==> config.mk <==
export PLATFORM = sky130hd
export DESIGN_NAME = wh_spreader
export DESIGN_NICKNAME = d
export VERILOG_FILES = /design/src/rtl/wh_pkg.sv /design/src/rtl/wh_slot_bank.sv /design/src/rtl/wh_fht_core.sv /design/src/rtl/wh_chip_serializer.sv /design/src/rtl/wh_spreader.sv
export SDC_FILE = /design/constraint.sdc
export NUM_CORES = 1
export LEC_CHECK = 0
export BUFFER_PORTS_ARGS = -buffer_cell sky130_fd_sc_hd__buf_2
export CORE_ASPECT_RATIO = 1.2
export CORE_MARGIN = 5
export CORE_UTILIZATION = 35
export CTS_BUF_LIST = sky130_fd_sc_hd__clkbuf_4
export DETAILED_ROUTE_END_ITERATION = 12
export SLEW_MARGIN = 20
export SYNTH_ARGS = -nofsm -noshare
export SYNTH_HDL_FRONTEND = slang
export SYNTH_SLANG_ARGS = --single-unit
export TNS_END_PERCENT = 5
==> constraint.sdc <==
create_clock -name clk -period 3.4 [get_ports clk]
set_input_delay 0.68 -clock clk [delete_from_list [all_inputs] [get_ports clk]]
set_output_delay 0.68 -clock clk [all_outputs]
set_load 0.1 [all_outputs]
==> src/rtl/wh_pkg.sv <==
// Shared types and helpers for the Walsh-Hadamard spreader.
package wh_pkg;

    // Control phase of the spreader.
    typedef enum logic [1:0] {
        ST_LOAD = 2'd0,
        ST_CALC = 2'd1,
        ST_SEND = 2'd2
    } wh_state_e;

    // Maps one QPSK bit to a bipolar level: 0 -> +1, 1 -> -1.
    function automatic logic signed [1:0] qpsk_level(input logic b);
        return b ? -2'sd1 : 2'sd1;
    endfunction

endpackage

==> src/rtl/wh_slot_bank.sv <==
// Per-user symbol store. Each slot holds a bipolar I and Q level, or zero
// when the user is inactive. A write replaces the slot of its user index.
// A clear sets all slots to zero.
// Assumes: clear and write never fall in the same cycle.
module wh_slot_bank #(
    parameter int NU = 8,
    localparam int UW = $clog2(NU)
) (
    input  logic            clk,
    input  logic            rst_n,
    input  logic            wr,
    input  logic [UW-1:0]   wr_user,
    input  logic [1:0]      wr_sym,
    input  logic            clr,
    output logic [2*NU-1:0] vec_i,
    output logic [2*NU-1:0] vec_q
);
    import wh_pkg::*;

    logic signed [1:0] slot_i [NU];
    logic signed [1:0] slot_q [NU];

    // Slot update: reset or clear zeroes every slot; a write loads one slot.
    always_ff @(posedge clk) begin
        if (!rst_n || clr) begin
            for (int j = 0; j < NU; j++) begin
                slot_i[j] <= '0;
                slot_q[j] <= '0;
            end
        end else if (wr) begin
            slot_i[wr_user] <= qpsk_level(wr_sym[0]);
            slot_q[wr_user] <= qpsk_level(wr_sym[1]);
        end
    end

    for (genvar j = 0; j < NU; j++) begin : g_flat
        assign vec_i[2*j +: 2] = slot_i[j];
        assign vec_q[2*j +: 2] = slot_q[j];
    end

    // After a clear, every user must read as inactive.
    p_cleared_r9: assert property (@(posedge clk) disable iff (!rst_n)
        clr |=> (vec_i == '0 && vec_q == '0));

endmodule

==> src/rtl/wh_fht_core.sv <==
// Combinational fast Hadamard transform in natural (Sylvester) order.
// It has log2(NU) butterfly stages, and each stage adds one bit of headroom,
// so a 2-bit input leaves as log2(NU)+2 bits without overflow.
// Assumes: NU is a power of two, at least 2.
module wh_fht_core #(
    parameter int NU = 8,
    localparam int L  = $clog2(NU),
    localparam int OW = L + 2
) (
    input  logic [2*NU-1:0]  x_flat,
    output logic [OW*NU-1:0] y_flat
);
    logic signed [OW-1:0] lvl [L+1][NU];

    for (genvar k = 0; k < NU; k++) begin : g_in
        assign lvl[0][k] = OW'($signed(x_flat[2*k +: 2]));
        assign y_flat[OW*k +: OW] = lvl[L][k];
    end

    for (genvar s = 0; s < L; s++) begin : g_stage
        localparam int HALF = 1 << s;
        for (genvar k = 0; k < NU; k++) begin : g_bfly
            if ((k & HALF) == 0) begin : g_sum
                assign lvl[s+1][k] = lvl[s][k] + lvl[s][k+HALF];
            end else begin : g_diff
                assign lvl[s+1][k] = lvl[s][k-HALF] - lvl[s][k];
            end
        end
    end

endmodule

==> src/rtl/wh_chip_serializer.sv <==
// Holds one transformed chip vector and sends it one chip per cycle in index
// order, flagging the final chip.
// Assumes: load arrives only while idle.
module wh_chip_serializer #(
    parameter int NU = 8,
    localparam int L  = $clog2(NU),
    localparam int OW = L + 2
) (
    input  logic                 clk,
    input  logic                 rst_n,
    input  logic                 load,
    input  logic [OW*NU-1:0]     chips_i,
    input  logic [OW*NU-1:0]     chips_q,
    output logic                 out_valid,
    output logic signed [OW-1:0] out_i,
    output logic signed [OW-1:0] out_q,
    output logic                 out_last
);
    logic signed [OW-1:0] hold_i [NU];
    logic signed [OW-1:0] hold_q [NU];
    logic [L-1:0]         cnt;
    logic                 busy;

    // Chip store: capture the whole vector when loading.
    always_ff @(posedge clk) begin
        if (load) begin
            for (int k = 0; k < NU; k++) begin
                hold_i[k] <= chips_i[OW*k +: OW];
                hold_q[k] <= chips_q[OW*k +: OW];
            end
        end
    end

    // Chip counter: run 0..NU-1 after a load, then go idle.
    always_ff @(posedge clk) begin
        if (!rst_n) begin
            busy <= 1'b0;
            cnt  <= '0;
        end else if (load) begin
            busy <= 1'b1;
            cnt  <= '0;
        end else if (busy) begin
            cnt <= cnt + 1'b1;
            if (cnt == L'(NU - 1)) begin
                busy <= 1'b0;
            end
        end
    end

    assign out_valid = busy;
    assign out_last  = busy && (cnt == L'(NU - 1));
    assign out_i     = busy ? hold_i[cnt] : '0;
    assign out_q     = busy ? hold_q[cnt] : '0;

    // Output starts with chip 0 right after the load.
    p_first_chip_r6: assert property (@(posedge clk) disable iff (!rst_n)
        load |=> (out_valid && cnt == '0));
    // The final chip ends the burst.
    p_burst_end_r5: assert property (@(posedge clk) disable iff (!rst_n)
        out_last |=> !out_valid);
    // Chips stay inside +/-NU.
    p_no_overflow_r3: assert property (@(posedge clk) disable iff (!rst_n)
        out_valid |-> (out_i >= -NU && out_i <= NU && out_q >= -NU && out_q <= NU));

endmodule

==> src/rtl/wh_spreader.sv <==
// Top of the Walsh-Hadamard multi-user spreader. It gathers one QPSK symbol
// per user, transforms the I and Q vectors, and sends NU chips.
// Assumes: NU is a power of two, at least 2. The output has no backpressure.
module wh_spreader #(
    parameter int NU = 8,
    localparam int UW = $clog2(NU),
    localparam int OW = UW + 2
) (
    input  logic                 clk,
    input  logic                 rst_n,
    input  logic                 in_valid,
    output logic                 in_ready,
    input  logic [UW-1:0]        in_user,
    input  logic [1:0]           in_sym,
    input  logic                 in_last,
    output logic                 out_valid,
    output logic signed [OW-1:0] out_i,
    output logic signed [OW-1:0] out_q,
    output logic                 out_last
);
    import wh_pkg::*;

    wh_state_e        state;
    logic             acc, acc_last, calc;
    logic [2*NU-1:0]  vec_i, vec_q;
    logic [OW*NU-1:0] chips_i, chips_q;

    assign in_ready = (state == ST_LOAD);
    assign acc      = in_valid && in_ready;
    assign acc_last = acc && in_last;
    assign calc     = (state == ST_CALC);

    // Phase control: load, one transform cycle, then send.
    always_ff @(posedge clk) begin
        if (!rst_n) begin
            state <= ST_LOAD;
        end else begin
            unique case (state)
                ST_LOAD: if (acc_last) state <= ST_CALC;
                ST_CALC: state <= ST_SEND;
                ST_SEND: if (out_last) state <= ST_LOAD;
                default: state <= ST_LOAD;
            endcase
        end
    end

    wh_slot_bank #(.NU(NU)) u_slots (
        .clk     (clk),
        .rst_n   (rst_n),
        .wr      (acc),
        .wr_user (in_user),
        .wr_sym  (in_sym),
        .clr     (calc),
        .vec_i   (vec_i),
        .vec_q   (vec_q)
    );

    wh_fht_core #(.NU(NU)) u_fht_i (.x_flat(vec_i), .y_flat(chips_i));
    wh_fht_core #(.NU(NU)) u_fht_q (.x_flat(vec_q), .y_flat(chips_q));

    wh_chip_serializer #(.NU(NU)) u_ser (
        .clk       (clk),
        .rst_n     (rst_n),
        .load      (calc),
        .chips_i   (chips_i),
        .chips_q   (chips_q),
        .out_valid (out_valid),
        .out_i     (out_i),
        .out_q     (out_q),
        .out_last  (out_last)
    );

    // Output and input acceptance never overlap.
    p_ready_blocked_r7: assert property (@(posedge clk) disable iff (!rst_n)
        out_valid |-> !in_ready);
    // One quiet cycle follows the closing symbol.
    p_calc_gap_r6: assert property (@(posedge clk) disable iff (!rst_n)
        acc_last |=> (!out_valid && !in_ready));
    // The last flag only travels with a valid chip.
    p_last_valid_r5: assert property (@(posedge clk) disable iff (!rst_n)
        out_last |-> out_valid);

endmodule

==> results of run 1 <==
-- sequential cells by signal (all words and copies together) (netlist names), named ones only --
signal	flops
u_ser.hold_i	36
u_ser.hold_q	32
u_slots.slot_q	13
u_slots.slot_i	11
u_ser.cnt	3
state	2
u_ser.out_valid	1
-- how the worst min path moves through the flow --
stage                               startpoint              endpoint  cells after the start
after floorplan           u_slots.slot_q[7][0]  u_slots.slot_q[7][0]                      2
after global placement    u_slots.slot_q[7][0]  u_slots.slot_q[7][0]                      2
after detailed placement  u_slots.slot_q[7][0]  u_slots.slot_q[7][0]                      2
final                                  in_last              state[0]                      2
after global routing                   in_last              state[0]                      2
after CTS                              in_last              state[0]                      2
-- power breakdown --
part	internal [uW]	switching (uW)	total, uW
Combinational	1010	1300	2310
Sequential	1660	44.4	1710
Clock	161	454	615
-- stage by stage --
stage / total power (uW) / utilization (%) / std cells / setup WS, ps
finish: 4640 / 38.3 / 1085 / 147
global route: 5060 / 38.3 / 1085 / -59.9
CTS: 4670 / 38.1 / 1084 / 49.1
detailed placement: 4040 / 37.6 / 1068 / 69.2
global placement: 3970 / 37.6 / 1068 / 142
floorplan: 3520 / - / 745 / -255
-- layout make-up --
class	instances	area (um2)	share of cell area (%)
diodes	1	2.50	0.0280
clock buffers	9	67.6	0.757
clock inverters	7	57.6	0.645
inverters	142	533	5.97
multi-input cells	485	4850	54.4
flip-flops and latches	101	2870	32.1
well taps	315	394	4.42
repair buffers	25	148	1.65
-- cell usage in the layout (no fill, tap or decap), types with 3 or more instances in the layout --
master,netlist,layout
xor2_1,26,26
mux2_1,4,4
o21ai_1,12,13
and2_1,5,5
mux4_2,9,9
nor4_1,3,3
buf_4,3,3
ha_1,115,109
a2111oi_0,3,3
fa_2,0,3
inv_1,139,138
mux2_2,5,5
clkbuf_4,0,9
o22ai_1,4,4
buf_2,3,21
dfxtp_2,0,3
nor2_1,52,52
o211ai_1,8,8
a21o_1,15,15
nand4_1,4,4
fa_1,62,59
nand2_1,21,21
nand2b_1,5,5
edfxtp_1,84,84
xnor2_1,36,36
o21bai_1,17,17
a21oi_1,39,38
ha_2,0,4
inv_2,3,4
dfxtp_1,17,14
mux2i_1,11,11
o21ai_0,10,9
-- timing repair --
item / CTS / global route
setup endpoints to repair: 0 / 14
hold buffers: 0 / 0
gates resized for setup: 0 / 13
-- worst reg2reg max path: cells and delay by family, from the launching register on --
family / cells / cell delay [ps]
xor+xnor: 1 / 90
compound gates: 2 / 340
buf+inv: 3 / 260
flops: 1 / 380
fa+ha+maj: 5 / 1940
-- logic make-up (layout without fill, tap and decap cells) --
| kind of cell | after synthesis | after routing | share of synthesized area [%] |
|---|---|---|---|
| buffers and inverters | 159 | 183 | 7.39 |
| flip-flops | 101 | 101 | 34.6 |
| adder cells (fa/ha/maj) | 177 | 177 | 32.4 |
| XOR/XNOR | 62 | 62 | 6.56 |
| other | 0 | 1 | 0 |
| AO/OA/AOI/OAI | 116 | 116 | 8.75 |
| AND/OR/NAND/NOR | 101 | 101 | 5.39 |
| multiplexers | 29 | 29 | 5.00 |
-- metal layers --
| layer | up-vias | wire [um] | GRT usage, % |
|---|---|---|---|
| met5 | - | 0 | 0 |
| met4 | 0 | 312 | 4.27 |
| met3 | 17 | 379 | 1.96 |
| met2 | 64 | 8040 | 22.1 |
| met1 | 2390 | 7610 | 17.0 |
| li1 | 2487 | - | - |
==> flow_summary.json, run 1 <==
{
  "status": "finished clean",
  "wirelength_um": 16300,
  "hold_viol": 0,
  "first_iter_violations": 196,
  "period_needed_ps": 3250,
  "worst_pin_slew_ps": 732,
  "synth_edf_count": 84,
  "grt_use_total_pct": 13.0,
  "wl_per_cell_um": 15.1,
  "dieArea_um2": 26900,
  "fmax_ghz": 0.307,
  "syn_area_per_cell_um2": 11.1,
  "insertion_delay_ps": 500,
  "synthTopCellsByCount": "139 x inv_1, 115 x ha_1, 84 x edfxtp_1",
  "clockBufferDepth": 2,
  "async_reset_ff_share_pct": 0,
  "cp-endpoint": "u_ser.hold_q[2][4]",
  "hold_class": "primary input to register",
  "grt_pass1_wl_um": 27000,
  "place_congestion": 0.816,
  "crit_top_cell": "inv_1",
  "slew_violations": 0,
  "postRouteAntennaNets": 0,
  "die_x_um": 150,
  "critical_path_peak_fanout": 6,
  "drv_cap": 0,
  "placedInstanceArea_um2": 8750,
  "rsz0062_at_grt": "yes",
  "grt_pass1_vias": 5126,
  "dpl.hpwl_um": 13800,
  "rr_startpoint": "u_slots.slot_q[3][0]",
  "slowest_stage": "fa_2",
  "vias_per_cell": 4.57,
  "peakVddDrop_v": 0.000177,
  "clockRootBuffer": "clkbuf_4",
  "setup_viol": 0,
  "synth_seq_cells": 101,
  "cp_slowest_stage_delay_ps": 600,
  "yosysUniqueCellTypes": 43,
  "drc_errors": 0,
  "yosys_warnings": 0,
  "start_util_pct": 35.6,
  "grt_antenna_before_repair": 1,
  "stdcell_area_um2": 8920,
  "slew_headroom_pct": 51.1,
  "synth_top_cell_area_share_pct": 30.5,
  "port_buffers": 21,
  "p_leak_uw": 0.00391,
  "grt_overflow": 0,
  "cp.depth": 11,
  "critPathCaptureType": "register",
  "cts_tree": "done",
  "setup_tns_ps": 0,
  "cts_buffers": 9,
  "worstSetupPathType": "register to register",
  "cts_sinks": 101,
  "skew_ps": 30.2,
  "final.period_utilization_pct": 95.7,
  "clk_pin_slew_ps": 170,
  "finalNetCount": 950,
  "cp-startpoint": "u_slots.slot_q[3][0]",
  "cp_top_family": "adder cells",
  "crit_arrival_ps": 3490,
  "grt_max_degree": 37,
  "rr_endpoint": "u_ser.hold_q[2][4]",
  "synth_area_um2": 8280,
  "yosys.area.top_type": "edfxtp_1",
  "rrSetupSlack_ps": 150,
  "htreeDepth": 3,
  "syn2layout_area_growth_pct": 7.73,
  "whs_ps": 458,
  "cts_setup_buffers": 0,
  "worstPathCellList": "ha_1 -> fa_2 -> inv_1 -> fa_1 -> inv_1 -> fa_1 -> inv_1 -> ha_2 -> a21o_1 -> a21oi_1 -> xor2_1",
  "netlist_instances": 745,
  "synth.most_common_cell": "inv_1",
  "first_pass_iters": 5,
  "rows": 61,
  "fillCellCount": 2296,
  "seq_area_frac_synth_pct": 34.6,
  "pin_count": 22,
  "synth_ff_type": "edfxtp_1",
  "coreArea_um2": 23300,
  "worstSetupStartpointType": "register",
  "critical_path_buf_inv_count": 3,
  "crit_required_ps": 3640,
  "syn-num-nets": 931,
  "drive_gt1_share_pct": 9.62,
  "fp.dieH_um": 179,
  "via_count": 4958,
  "ff2ff_path_depth": 11,
  "synthTopCellsByArea": "edfxtp_1 30%, ha_1 17%, fa_1 15%, inv_1 6.3%, dfxtp_1 4.1%",
  "p_per_area_nw_per_um2": 520
}
No activity file was read; power rests on OpenSTA's default activity.
==> inputs of run 2 (changes only) <==
REMOVE_ABC_BUFFERS = 1   (was unset)
clock period = 3.1 ns   (was 3.4 ns; I/O delays follow)
==> flow_summary.json, run 2 (synthesis gave the netlist of run 1 again) <==
{
  "fin_util_pct": 42.1,
  "switching_power_uw": 2100,
  "skew_ps": 18.2,
  "slew_headroom_pct": 60.6,
  "largest_register_ffs": 36,
  "finalNetCount": 1017,
  "start_util_pct": 35.6,
  "final.period_utilization_pct": 99.5,
  "power.internal_uw": 3540,
  "period_needed_ps": 3080,
  "wirelength_um": 17300,
  "cp_top_family": "adder cells",
  "swShare_pct": 37.2,
  "postRouteAntennaNets": 0,
  "drv_cap": 0,
  "top_usage_layer": "met2",
  "met2_usage_pct": 23.6,
  "cts_buffers": 9,
  "fp.dieH_um": 179,
  "port_buffers": 21,
  "grt_use_total_pct": 13.3,
  "drive_gt1_share_pct": 27.4,
  "crit_required_ps": 3350,
  "setup_viol": 0,
  "seq_power_share_pct": 33.1,
  "stdcell_count": 1152,
  "power_frac_comb_pct": 54.3,
  "p_per_area_nw_per_um2": 576,
  "setup_tns_ps": 0,
  "drc_errors": 0,
  "p_leak_uw": 0.00421,
  "wl_per_cell_um": 15.1,
  "slowest_stage": "fa_1",
  "cts_sinks": 101,
  "cts_tree": "done",
  "dpl.hpwl_um": 13900,
  "grt_pass1_vias": 5319,
  "place_congestion": 0.828,
  "pin_count": 22,
  "crit_arrival_ps": 3330,
  "clockBufferDepth": 2,
  "finalPower_uw": 5640,
  "clkPwrFrac_pct": 12.6,
  "first_pass_iters": 6,
  "fmax_ghz": 0.324,
  "die_x_um": 150,
  "insertion_delay_ps": 500,
  "grt_overflow": 0,
  "syn2layout_area_growth_pct": 18.2,
  "via_count": 5143,
  "cts_hold_buf": 0,
  "grt_pass1_wl_um": 27400,
  "worst_pin_slew_ps": 590,
  "numPlacedInstances": 1128,
  "clockRootBuffer": "clkbuf_4",
  "largest_register": "u_ser.hold_i",
  "critical_path_buf_inv_count": 4,
  "reg_top3": "u_ser.hold_i: 36 flops, u_ser.hold_q: 32 flops, u_slots.slot_q: 13 flops",
  "rsz0062_at_grt": "yes",
  "critical_path_peak_fanout": 5,
  "worstSetupPathType": "register to register",
  "hold_viol": 0,
  "setup_slack_ps": 16.3,
  "grt_max_degree": 44,
  "grtUsageMet1_pct": 16.5,
  "place_ws_ps": -111,
  "final_common_cell": "inv_1",
  "dieArea_um2": 26900,
  "status": "finished clean",
  "layout_common_cells": "119 x inv_1, 93 x ha_1, 84 x edfxtp_1",
  "clk_pin_slew_ps": 150,
  "cp_slowest_stage_delay_ps": 550,
  "peakVddDrop_v": 0.000221,
  "rows": 61,
  "worstPathCellList": "ha_1 -> inv_1 -> fa_1 -> inv_2 -> fa_2 -> inv_2 -> fa_2 -> ha_4 -> inv_4 -> a21oi_2 -> o21bai_1 -> xnor2_1",
  "htreeDepth": 3,
  "slew_violations": 0,
  "vias_per_cell": 4.46,
  "first_iter_violations": 177,
  "hold_class": "primary input to register",
  "use_met3_pct": 1.52,
  "critPathCaptureType": "register",
  "worstSetupStartpointType": "register",
  "grt_antenna_before_repair": 1,
  "coreArea_um2": 23300
}
run 2: cell count changes in the layout (fill, tap and decap cells not counted), moves of 4 or more:
cell     before  now
buf_4         3   66
ha_1        109   93
a21oi_1      38   25
buf_6         0    4
inv_2         4   20
inv_1       138  119
ha_2          4    8
a21oi_2       1   14
ha_4          2   14
fa_1         59   29
fa_2          3   33
dfxtp_1      14   10
run 2: layout make-up:
cell class / instances / area [um2]
multi-input combinational: 485 / 5180
sequential: 101 / 2880
antenna: 1 / 2.50
clock inverter: 6 / 61.3
inverter: 142 / 541
timing repair buffer: 92 / 666
fill: 2212 / 13500
tap: 315 / 394
clock buffer: 10 / 75.1
run 2: metal layers:
layer / part of all wire [%] / vias to the layer above
li1: - / 2616
met1: 45 / 2455
met2: 51 / 52
met3: 2.2 / 20
met4: 2.5 / 0
met5: 0 / -
run 2: worst paths after layout:
kind / end / from / cells after the start / slack [ps]
worst max-delay path: u_ser.hold_i[6][4] / u_slots.slot_q[3][0] / 12 / 20
worst min-delay path: state[0] / in_last / 2 / 410
worst max register to register: u_ser.hold_i[6][4] / u_slots.slot_q[3][0] / 12 / 20
worst min register to register: u_slots.slot_q[7][0] / u_slots.slot_q[7][0] / 2 / 520
run 2: per-stage QoR:
stage,hold slack [ps],area (um2)
after global placement,494,9200
after global routing,397,9790
after floorplan,468,8200
after CTS,367,9420
after detailed placement,505,9200
final,406,9790
run 2: what timing repair did:
item                       in CTS  in global routing
gates resized for setup        26                 91
setup endpoints to repair      24                 35
buffers inserted                2                  5
pin swaps                       6                 45
cloned                          0                  0
run 2: power groups by stage:
stage          Sequential, uW  Combinational, uW  Clock [uW]
6_report                 1870               3060         708
5_1_grt                  1880               3440         774
4_1_cts                  1870               2770         726
3_5_place_dp             1900               2700           0
3_3_place_gp             1900               2650           0
2_1_floorplan            1890               1960           0
==> inputs of run 3 (changes only) <==
PLACE_DENSITY = 0.53   (was unset)
==> flow_summary.json, run 3 (synthesis gave the netlist of run 1 again) <==
{
  "stdcell_count": 1168,
  "crit_top_cell": "fa_1",
  "cts_buffers": 9,
  "worst_pin_slew_ps": 678,
  "start_util_pct": 35.6,
  "layout_common_cells": "106 x inv_1, 90 x ha_1, 84 x edfxtp_1",
  "pin_count": 22,
  "via_count": 5229,
  "whs_ps": 398,
  "critical_path_peak_fanout": 5,
  "htreeDepth": 3,
  "cts_tree": "done",
  "grt_pass1_wl_um": 28300,
  "drv_cap": 0,
  "swShare_pct": 36.7,
  "wl_per_cell_um": 15.1,
  "final.period_utilization_pct": 98.4,
  "peakVddDrop_v": 0.000251,
  "period_needed_ps": 3050,
  "grt_max_degree": 31,
  "grt_pass1_vias": 5324,
  "hold_class": "primary input to register",
  "crit_arrival_ps": 3290,
  "cts_sinks": 101,
  "first_iter_violations": 247,
  "fillCellCount": 2229,
  "p_leak_uw": 0.00430,
  "cp_slowest_stage_delay_ps": 620,
  "first_pass_iters": 7,
  "clkPwrFrac_pct": 13.8,
  "status": "finished clean",
  "slew_headroom_pct": 54.8,
  "skew_ps": 21.7,
  "stdcell_area_um2": 10000,
  "insertion_delay_ps": 490,
  "coreArea_um2": 23300,
  "placedInstanceArea_um2": 9340,
  "setup_viol": 0,
  "drc_errors": 0,
  "hold_viol": 0,
  "dpl.hpwl_um": 14600,
  "syn2layout_area_growth_pct": 20.8,
  "port_buffers": 21,
  "place_congestion": 0.818,
  "grt_overflow": 0,
  "largest_register": "u_ser.hold_i",
  "numPlacedInstances": 1143,
  "clockBufferDepth": 2,
  "switching_power_uw": 2110,
  "vias_per_cell": 4.48,
  "postRouteAntennaNets": 0,
  "critPathCaptureType": "register",
  "power.internal_uw": 3650,
  "finalNetCount": 1033,
  "worstPathCellList": "ha_2 -> fa_2 -> fa_1 -> fa_1 -> ha_4 -> a21o_1 -> a21oi_2 -> xor2_1",
  "clk_pin_slew_ps": 160,
  "rows": 61,
  "grt_antenna_before_repair": 2,
  "die_x_um": 150,
  "power_frac_comb_pct": 53.7,
  "rsz0062_at_grt": "yes",
  "worstSetupPathType": "register to register",
  "seq_power_share_pct": 32.5,
  "dieArea_um2": 26900,
  "fp.dieH_um": 179,
  "crit_required_ps": 3340,
  "p_per_area_nw_per_um2": 575,
  "final_common_cell": "inv_1",
  "cts_hold_buf": 0,
  "clockRootBuffer": "clkbuf_4",
  "wirelength_um": 17600,
  "slew_violations": 0,
  "worstSetupStartpointType": "register",
  "setup_tns_ps": 0,
  "fin_util_pct": 43.0,
  "drive_gt1_share_pct": 31.0,
  "largest_register_ffs": 36,
  "grt_use_total_pct": 13.8,
  "fmax_ghz": 0.328,
  "slowest_stage": "fa_1",
  "reg_top3": "u_ser.hold_i: 36 flops, u_ser.hold_q: 32 flops, u_slots.slot_q: 13 flops"
}
-- run 3: changes by cell type in the layout (fill, tap and decap cells not counted), moves of 3 or more --
cell / before / now
buf_4: 66 / 81
ha_1: 93 / 90
inv_1: 119 / 106
inv_2: 20 / 35
-- run 3: worst paths after layout --
kind / startpoint / end / slack (ps) / cells after the start
max: u_slots.slot_q[3][0] / u_ser.hold_q[0][4] / 50 / 8
min: in_last / state[0] / 400 / 2
max reg2reg: u_slots.slot_q[3][0] / u_ser.hold_q[0][4] / 50 / 8
min reg2reg: u_slots.slot_i[1][0] / u_slots.slot_i[1][0] / 510 / 2
-- run 3: worst max-delay path, delay by kind of cell, from the launching register on --
| family | cells | cell delay (ps) |
|---|---|---|
| AOI/OAI and AO/OA | 2 | 350 |
| xor gates and xnor gates | 1 | 70 |
| adders and majority gates | 5 | 2000 |
| DFF | 1 | 400 |
-- run 3: what timing repair did --
action | 4_1_cts | 5_1_grt
endpoints found under the setup margin | 25 | 35
gates resized for setup | 49 | 90
pin swaps | 20 | 40
setup buffers | 2 | 6
-- run 3: through the flow --
step                worst slack [ps]  power, uW
floorplan                       -398       3850
global placement                -127       4640
detailed placement              -152       4670
CTS                            -37.0       5570
global route                   -45.8       6250
finish                          48.5       5760
-- run 3: layout make-up --
class / count / area (um2) / share of cell area [%]
Timing Repair Buffer: 108 / 813 / 8.13
Clock inverter: 7 / 88.8 / 0.888
Tap cell: 315 / 394 / 3.94
Sequential cell: 101 / 2880 / 28.8
Antenna cell: 1 / 2.50 / 0.0250
Inverter: 142 / 536 / 5.35
Multi-Input combinational cell: 485 / 5220 / 52.2
Clock buffer: 9 / 67.6 / 0.675
-- run 3: routing by layer --
metal  part of all wire (%)  GRT usage [%]
met1                     46           18.4
met5                      0              0
met4                    1.3           3.39
met2                     50           23.7
met3                    2.3           1.96
-- run 3: power by group through the flow --
stage | Sequential, uW | Combinational [uW] | Clock [uW]
floorplan | 1890 | 1960 | 0
global placement | 1900 | 2740 | 0
detailed placement | 1900 | 2760 | 0
CTS | 1870 | 2880 | 814
global route | 1880 | 3490 | 875
finish | 1870 | 3090 | 794
